## src/rtl/chain_alu_pkg.sv

```systemverilog
// Package: shared opcode values, operator selects and the decoded control word.
// Assumes a 4-bit opcode field; opcodes above OPC_SHR1 decode as no-op.
package chain_alu_pkg;
    localparam int OPC_W = 4;

    localparam logic [OPC_W-1:0] OPC_ADD  = 4'd0;
    localparam logic [OPC_W-1:0] OPC_INC  = 4'd1;
    localparam logic [OPC_W-1:0] OPC_DEC  = 4'd2;
    localparam logic [OPC_W-1:0] OPC_NEG  = 4'd3;
    localparam logic [OPC_W-1:0] OPC_NOT  = 4'd4;
    localparam logic [OPC_W-1:0] OPC_OR   = 4'd5;
    localparam logic [OPC_W-1:0] OPC_AND  = 4'd6;
    localparam logic [OPC_W-1:0] OPC_SHL0 = 4'd7;
    localparam logic [OPC_W-1:0] OPC_SHL1 = 4'd8;
    localparam logic [OPC_W-1:0] OPC_SHR0 = 4'd9;
    localparam logic [OPC_W-1:0] OPC_SHR1 = 4'd10;

    typedef enum logic [2:0] {
        SEL_SUM, SEL_NEG, SEL_NOT, SEL_OR, SEL_AND, SEL_SHL, SEL_SHR
    } sel_e;

    typedef enum logic [1:0] {
        BSRC_REG, BSRC_PLUS1, BSRC_MINUS1
    } bsrc_e;

    typedef struct packed {
        logic  exec;
        sel_e  sel;
        bsrc_e bsrc;
        logic  fill;
    } ctrl_t;
endpackage

```

## src/rtl/calu_decode.sv

```systemverilog
// Module: calu_decode
// Turns the registered opcode into the control word for the operator bank.
// Purely combinational; unknown opcodes give exec=0 so the result side holds.
module calu_decode
    import chain_alu_pkg::*;
(
    input  logic [OPC_W-1:0] opc,
    output ctrl_t            ctrl
);
    // Map each opcode to operator select, adder B source and shift fill
    always_comb begin
        ctrl = '{exec: 1'b1, sel: SEL_SUM, bsrc: BSRC_REG, fill: 1'b0};
        case (opc)
            OPC_ADD:  ctrl.sel = SEL_SUM;
            OPC_INC:  ctrl.bsrc = BSRC_PLUS1;
            OPC_DEC:  ctrl.bsrc = BSRC_MINUS1;
            OPC_NEG:  ctrl.sel = SEL_NEG;
            OPC_NOT:  ctrl.sel = SEL_NOT;
            OPC_OR:   ctrl.sel = SEL_OR;
            OPC_AND:  ctrl.sel = SEL_AND;
            OPC_SHL0: ctrl.sel = SEL_SHL;
            OPC_SHL1: begin ctrl.sel = SEL_SHL; ctrl.fill = 1'b1; end
            OPC_SHR0: ctrl.sel = SEL_SHR;
            OPC_SHR1: begin ctrl.sel = SEL_SHR; ctrl.fill = 1'b1; end
            default:  ctrl.exec = 1'b0;
        endcase
    end
endmodule

```

## src/rtl/calu_ops.sv

```systemverilog
// Module: calu_ops
// Operator bank: all operators evaluate at once from A and B, then one
// output is selected. Increment/decrement reuse the adder by substituting
// a constant for B. Assumes W >= 2.
module calu_ops
    import chain_alu_pkg::*;
#(
    parameter int W = 8
) (
    input  logic [W-1:0] opa,
    input  logic [W-1:0] opb,
    input  ctrl_t        ctrl,
    output logic [W-1:0] res,
    output logic         ovf,
    output logic         shout
);
    localparam int MSB = W - 1;

    logic [W-1:0] b_eff;
    logic [W-1:0] sum, neg, shl, shr;
    logic         sum_ovf, neg_ovf;

    // Pick the adder's second operand: register B or a +1/-1 constant
    always_comb begin
        case (ctrl.bsrc)
            BSRC_PLUS1:  b_eff = W'(1);
            BSRC_MINUS1: b_eff = '1;
            default:     b_eff = opb;
        endcase
    end

    // Parallel arithmetic and shift results with their overflow terms
    always_comb begin
        sum     = opa + b_eff;
        sum_ovf = (opa[MSB] == b_eff[MSB]) && (sum[MSB] != opa[MSB]);
        neg     = '0 - opa;
        neg_ovf = opa[MSB] & neg[MSB];
        shl     = {opa[MSB-1:0], ctrl.fill};
        shr     = {ctrl.fill, opa[MSB:1]};
    end

    // Route the selected operator and its flag terms to the outputs
    always_comb begin
        ovf   = 1'b0;
        shout = 1'b0;
        case (ctrl.sel)
            SEL_SUM: begin res = sum; ovf = sum_ovf; end
            SEL_NEG: begin res = neg; ovf = neg_ovf; end
            SEL_NOT: res = ~opa;
            SEL_OR:  res = opa | opb;
            SEL_AND: res = opa & opb;
            SEL_SHL: begin res = shl; shout = opa[MSB]; end
            SEL_SHR: begin res = shr; shout = opa[0]; end
            default: res = sum;
        endcase
    end
endmodule

```

## src/rtl/calu_opreg.sv

```systemverilog
// Module: calu_opreg
// One operand register with a two-way source: external bus or result feedback.
// Synchronous active-low reset; holds when not loaded.
module calu_opreg #(
    parameter int W = 8
) (
    input  logic         clk,
    input  logic         rst_n,
    input  logic         load,
    input  logic         from_res,
    input  logic [W-1:0] bus_in,
    input  logic [W-1:0] res_in,
    output logic [W-1:0] q
);
    // Capture the chosen source on load, clear on reset
    always_ff @(posedge clk) begin
        if (!rst_n)    q <= '0;
        else if (load) q <= from_res ? res_in : bus_in;
    end
endmodule

```

## src/rtl/chain_alu.sv

```systemverilog
// Module: chain_alu (top)
// Registered ALU: opcode register, two operand registers with result
// feedback, an operator bank, and a result register with three flags.
// The opcode is registered one edge before it executes, so decode is
// settled from the register output while operands are captured.
module chain_alu
    import chain_alu_pkg::*;
#(
    parameter int W = 8
) (
    input  logic             clk,
    input  logic             rst_n,
    input  logic [W-1:0]     data_in,
    input  logic             load_a,
    input  logic             a_from_res,
    input  logic             load_b,
    input  logic             b_from_res,
    input  logic             instr_wr,
    input  logic [OPC_W-1:0] instr_in,
    output logic [W-1:0]     result,
    output logic             zero_flag,
    output logic             ovf_flag,
    output logic             shout_flag
);
    localparam int N_OPR = 2;

    logic [OPC_W-1:0] instr_q;
    logic [W-1:0]     opr_q [N_OPR];
    logic [N_OPR-1:0] load_v, src_v;
    logic [W-1:0]     opr_a, opr_b;
    ctrl_t            ctrl;
    logic [W-1:0]     op_res;
    logic             op_ovf, op_shout;

    assign load_v = {load_b, load_a};
    assign src_v  = {b_from_res, a_from_res};
    assign opr_a  = opr_q[0];
    assign opr_b  = opr_q[1];

    // Instruction register: written only on instr_wr
    always_ff @(posedge clk) begin
        if (!rst_n)        instr_q <= '0;
        else if (instr_wr) instr_q <= instr_in;
    end

    for (genvar gi = 0; gi < N_OPR; gi++) begin : g_opr
        calu_opreg #(.W(W)) u_reg (
            .clk     (clk),
            .rst_n   (rst_n),
            .load    (load_v[gi]),
            .from_res(src_v[gi]),
            .bus_in  (data_in),
            .res_in  (result),
            .q       (opr_q[gi])
        );
    end

    calu_decode u_dec (
        .opc (instr_q),
        .ctrl(ctrl)
    );

    calu_ops #(.W(W)) u_ops (
        .opa  (opr_a),
        .opb  (opr_b),
        .ctrl (ctrl),
        .res  (op_res),
        .ovf  (op_ovf),
        .shout(op_shout)
    );

    // Result and flags: update on executed opcodes, hold on no-op
    always_ff @(posedge clk) begin
        if (!rst_n) begin
            result     <= '0;
            zero_flag  <= 1'b0;
            ovf_flag   <= 1'b0;
            shout_flag <= 1'b0;
        end else if (ctrl.exec) begin
            result     <= op_res;
            zero_flag  <= (op_res == '0);
            ovf_flag   <= op_ovf;
            shout_flag <= op_shout;
        end
    end
endmodule

```

## config.mk

```make
export PLATFORM = sky130hd
export DESIGN_NAME = chain_alu
export DESIGN_NICKNAME = d
export VERILOG_FILES = /design/src/rtl/chain_alu_pkg.sv /design/src/rtl/calu_decode.sv /design/src/rtl/calu_ops.sv /design/src/rtl/calu_opreg.sv /design/src/rtl/chain_alu.sv
export SDC_FILE = /design/constraint.sdc
export NUM_CORES = 1
export LEC_CHECK = 0
export CAP_MARGIN = 20
export CORE_ASPECT_RATIO = 1.4
export CORE_MARGIN = 1
export CORE_UTILIZATION = 54
export CTS_BUF_LIST = sky130_fd_sc_hd__clkbuf_8
export CTS_CLUSTER_SIZE = 28
export DETAILED_ROUTE_END_ITERATION = 12
export GPL_TIMING_DRIVEN = 0
export PLACE_DENSITY = 0.77
export SYNTH_ARGS = -nofsm -noshare
export SYNTH_HDL_FRONTEND = slang
export SYNTH_SLANG_ARGS = --single-unit
```

## constraint.sdc

```tcl
create_clock -name clk -period 3.8 [get_ports clk]
set_clock_uncertainty 0.05 [all_clocks]
set_input_delay 0.57 -clock clk [delete_from_list [all_inputs] [get_ports clk]]
set_output_delay 0.57 -clock clk [all_outputs]
set_load 0.01 [all_outputs]
```

==> run summary <==
Nets -> 400
DIE AREA -> 5217 um^2
Wire length on met3 -> 426 um
Drt wl/cell -> 18.35 um
Tot Pwr -> 1.146 mW
# hold bufs at CTS -> 0
PwrDens -> 366.2 nW/um^2
Vias after detailed routing -> 2707
Number of diodes -> 0
First-pass GRT wire length -> 12590 um
M1 WL -> 3266 um
GRT Total Usage -> 32.71%
CTS tree -> yes
Min-delay worst type -> flip-flop to flip-flop
Setup total negative slack -> 0 ns
Syn Inst Count -> 339
Largest family of logic cells by synthesized area -> compound AO/OA/AOI/OAI gates
Post-route insts no fill -> 432
WHS Endpoint -> zero_flag$_SDFFE_PN0P_
Max VDD drop -> 286.7 uV
Clock transition at the registers of the reported paths -> 0.08 ns
Worst path top cell family by delay -> adder cells
1st-pass router iterations -> 5
Leakage power -> 1.378 nW
Post-synth top area cell -> dfxtp_1
Final worst path period share -> 93.87%
Commonest cells post-synth -> nand2_1 (41), dfxtp_1 (31), mux2i_1 (22), o21ai_0 (22), clkbuf_1 (20)
Worst slack at placement -> -0.4418 ns
CP required -> 3.98 ns
MaxCap Viol Count -> 0
Core Rows -> 29
Detailed Route WL -> 7929 um
Num CTS Buffers -> 5
HPWL after DPL -> 5884 um
Cell with the most instances after synthesis -> nand2_1
Sequential element share of the synthesized area -> 23.32%
Minimum clock period -> 3.567 ns
DRT iter0 DRCs -> 199
# port buffers -> 24
CP max-delay cell -> fa_1
Core ar. -> 4644 um^2
Reg-to-Reg End -> zero_flag$_SDFFE_PN0P_
Mux contribution to synthesized area -> 9.544%
Routed wl met2 -> 3784 um
Antenna-violating nets left -> 0
Critical Path Source Type -> flip-flop
Clk root buf -> clkbuf_8
R2R setup slack -> 0.23 ns
Clock sinks -> 31
Worst R2R Path Depth -> 16
Synth warn -> 0
Vias in the first global route -> 2505
Avg Inst Size Synth -> 7.850 um^2
Crit path buffers/inverters -> 2
Simple-gate share of the synthesized area -> 21.06%
Worst Tran Pin Value -> 0.6184 ns
Status -> completed
Synth Area in Adders -> 6.723%
Die X -> 61.33 um
Final count of negative-setup-slack endpoints -> 0
Final Max Tran Viols -> 0
Post-synth EDFFs -> 0
Io pins -> 30
F_max -> 280.3 MHz
Mapped Nets -> 370
DR top layer -> met4
Post-synthesis xor/xnor area fraction -> 3.620%
Worst path cell trace -> buf_2 > and2b_1 > nand2_1 > ha_4 > or2_2 > ha_1 > inv_1 > fa_1 > nor2b_1 > o21ai_1 > a21boi_1 > o31ai_1 > xnor2_1 > a211oi_2 > nand4_1 > a21boi_1
Rel. slew slack -> 58.55%
Critical path endpoint category -> flip-flop
Setup Crit Path Kind -> flip-flop to flip-flop
Hold Vio Cnt, Final -> 0
Critical Path AT -> 3.75 ns
Residual DRC -> 0
Clock Tree Buf Depth -> 2
Die height -> 85.07 um
Synth top area share -> 23.32%
Crit path largest cell delay -> 0.40 ns
Final Worst Setup Slack -> 0.2330 ns
Worst reg2reg startpoint -> instr_q[1]$_SDFFE_PN0P_
Synth async-reset ratio -> 0%
GP Congestion -> 0.9484
Synth cell types -> 59
Number of cells on the worst hold path -> 2
Final core occ -> 67.40%
Clock Latency Late Sink -> 0.29 ns
Share of layout cells above drive strength 1 -> 10.00%
Synthesis-stage register bit count -> 31
Largest net degree at the start of global routing -> 11
Remaining Overflow, GRT -> 0
CP max FO -> 10
Synth Area in Compound Gates -> 28.02%
Synth Flop Type -> dfxtp_1
Initial core utilization -> 57.30%
Most common cell on crit path -> a21boi_1
HP Start -> zero_flag$_SDFFE_PN0P_
Synth area leaders -> dfxtp_1 (23%), mux2i_1 (8.3%), o211a_1 (7.1%)
Initial antenna violation count -> 0
H-tree depth -> 2
Synthesized cell area -> 2661 um^2
Cells after DPL -> 425
Via-to-Cell Ratio -> 6.266
Synth-to-Final Area Change -> 17.63%
[cells in the final DEF, fill, tap and decap left out, types with 4 or more instances in the layout]
master           netlist  routed
xnor2_1                8       8
inv_1                 15      15
or2_2                  4       4
ha_1                  11      10
nor2_1                15      15
mux2i_1               22      22
clkdlybuf4s50_1        0      24
nor3_1                 6       6
o211a_1               19      19
nand3_1                6       6
nand2b_1               5       5
a31oi_1                6       6
o21ai_0               22      22
a21oi_1               16      16
clkbuf_1              20      19
nor2b_1                9       8
buf_2                  7       6
nand2_1               41      40
dfxtp_1               31      31
clkbuf_8               0       6
[layout make-up]
| class | count | area (um^2) |
|---|---|---|
| Multi-Input combinational cell | 261 | 1871 |
| Fill cell | 439 | 1514 |
| Sequential cell | 31 | 620.6 |
| Timing Repair Buffer | 25 | 247.7 |
| Buffer | 29 | 136.4 |
| Clock buffer | 6 | 82.58 |
| Tap cell | 62 | 77.57 |
| Inverter | 16 | 60.06 |
| Clock inverter | 2 | 35.03 |
[cells by family (layout without fill, tap and decap cells)]
family                   after synthesis  in the layout
XOR/XNOR                              11             11
multiplexers                          25             25
AND/OR/NAND/NOR                      108            108
flip-flops                            31             31
adder cells (fa/ha/maj)               14             14
buffers and inverters                 47             78
AO/OA/AOI/OAI                        103            103
[power breakdown]
group | switching (mW) | internal [mW] | total (mW)
logic | 0.218 | 0.184 | 0.402
registers | 0.0416 | 0.357 | 0.399
clock network | 0.133 | 0.212 | 0.346
total | 0.393 | 0.753 | 1.15
[metal layers]
layer,track usage (%),vias to the layer above
li1,-,1294
met1,39.42,1248
met2,53.36,128
met3,5.183,37
met4,18.59,0
met5,0,-
[registers in the layout (all words and copies together) (netlist names)]
register / flops
g_opr.u_reg.q: 16
result: 8
instr_q: 4
ovf_flag: 1
shout_flag: 1
zero_flag: 1
[stage by stage]
| stage | cell area (um^2) | hold slack, ns |
|---|---|---|
| after CTS | 3103 | 0.4117 |
| after detailed placement | 2979 | 0.4014 |
| after global placement | 2979 | 0.3935 |
| after global routing | 3131 | 0.4276 |
| final | 3131 | 0.4107 |
| after floorplan | 2661 | 0.4179 |
[worst max-delay path by stage]
| stage | cells past startpoint | to | start | slack (ns) |
|---|---|---|---|---|
| final | 16 | zero_flag$_SDFFE_PN0P_ | instr_q[1]$_SDFFE_PN0P_ | 0.23 |
| after global routing | 16 | zero_flag$_SDFFE_PN0P_ | instr_q[1]$_SDFFE_PN0P_ | -0.01 |
| after CTS | 17 | zero_flag$_SDFFE_PN0P_ | instr_q[0]$_SDFFE_PN0P_ | 0.01 |
| after detailed placement | 18 | zero_flag$_SDFFE_PN0P_ | instr_q[0]$_SDFFE_PN0P_ | -0.44 |
| after global placement | 18 | zero_flag$_SDFFE_PN0P_ | instr_q[0]$_SDFFE_PN0P_ | -0.35 |
| after floorplan | 18 | result[6]$_SDFFE_PN0P_ | instr_q[0]$_SDFFE_PN0P_ | 0.39 |
[worst reg2reg max path, delay by kind of cell (launching register included)]
family / cells / cell delay [ns]
adders and majority gates: 3 / 0.97
and+or+nand+nor: 5 / 0.86
AOI/OAI and AO/OA: 5 / 0.84
DFF: 1 / 0.31
buffers and inverters: 2 / 0.28
xor gates and xnor gates: 1 / 0.20
[timing repair]
action | 4_1_cts | 5_1_grt
pin swaps | 0 | 2
endpoints found under the setup margin | 5 | 5
endpoints found under the hold margin | 0 | 0
resized for setup | 4 | 4
setup buffers | 0 | 1
Note: power is estimated with default switching activity, not from simulation.
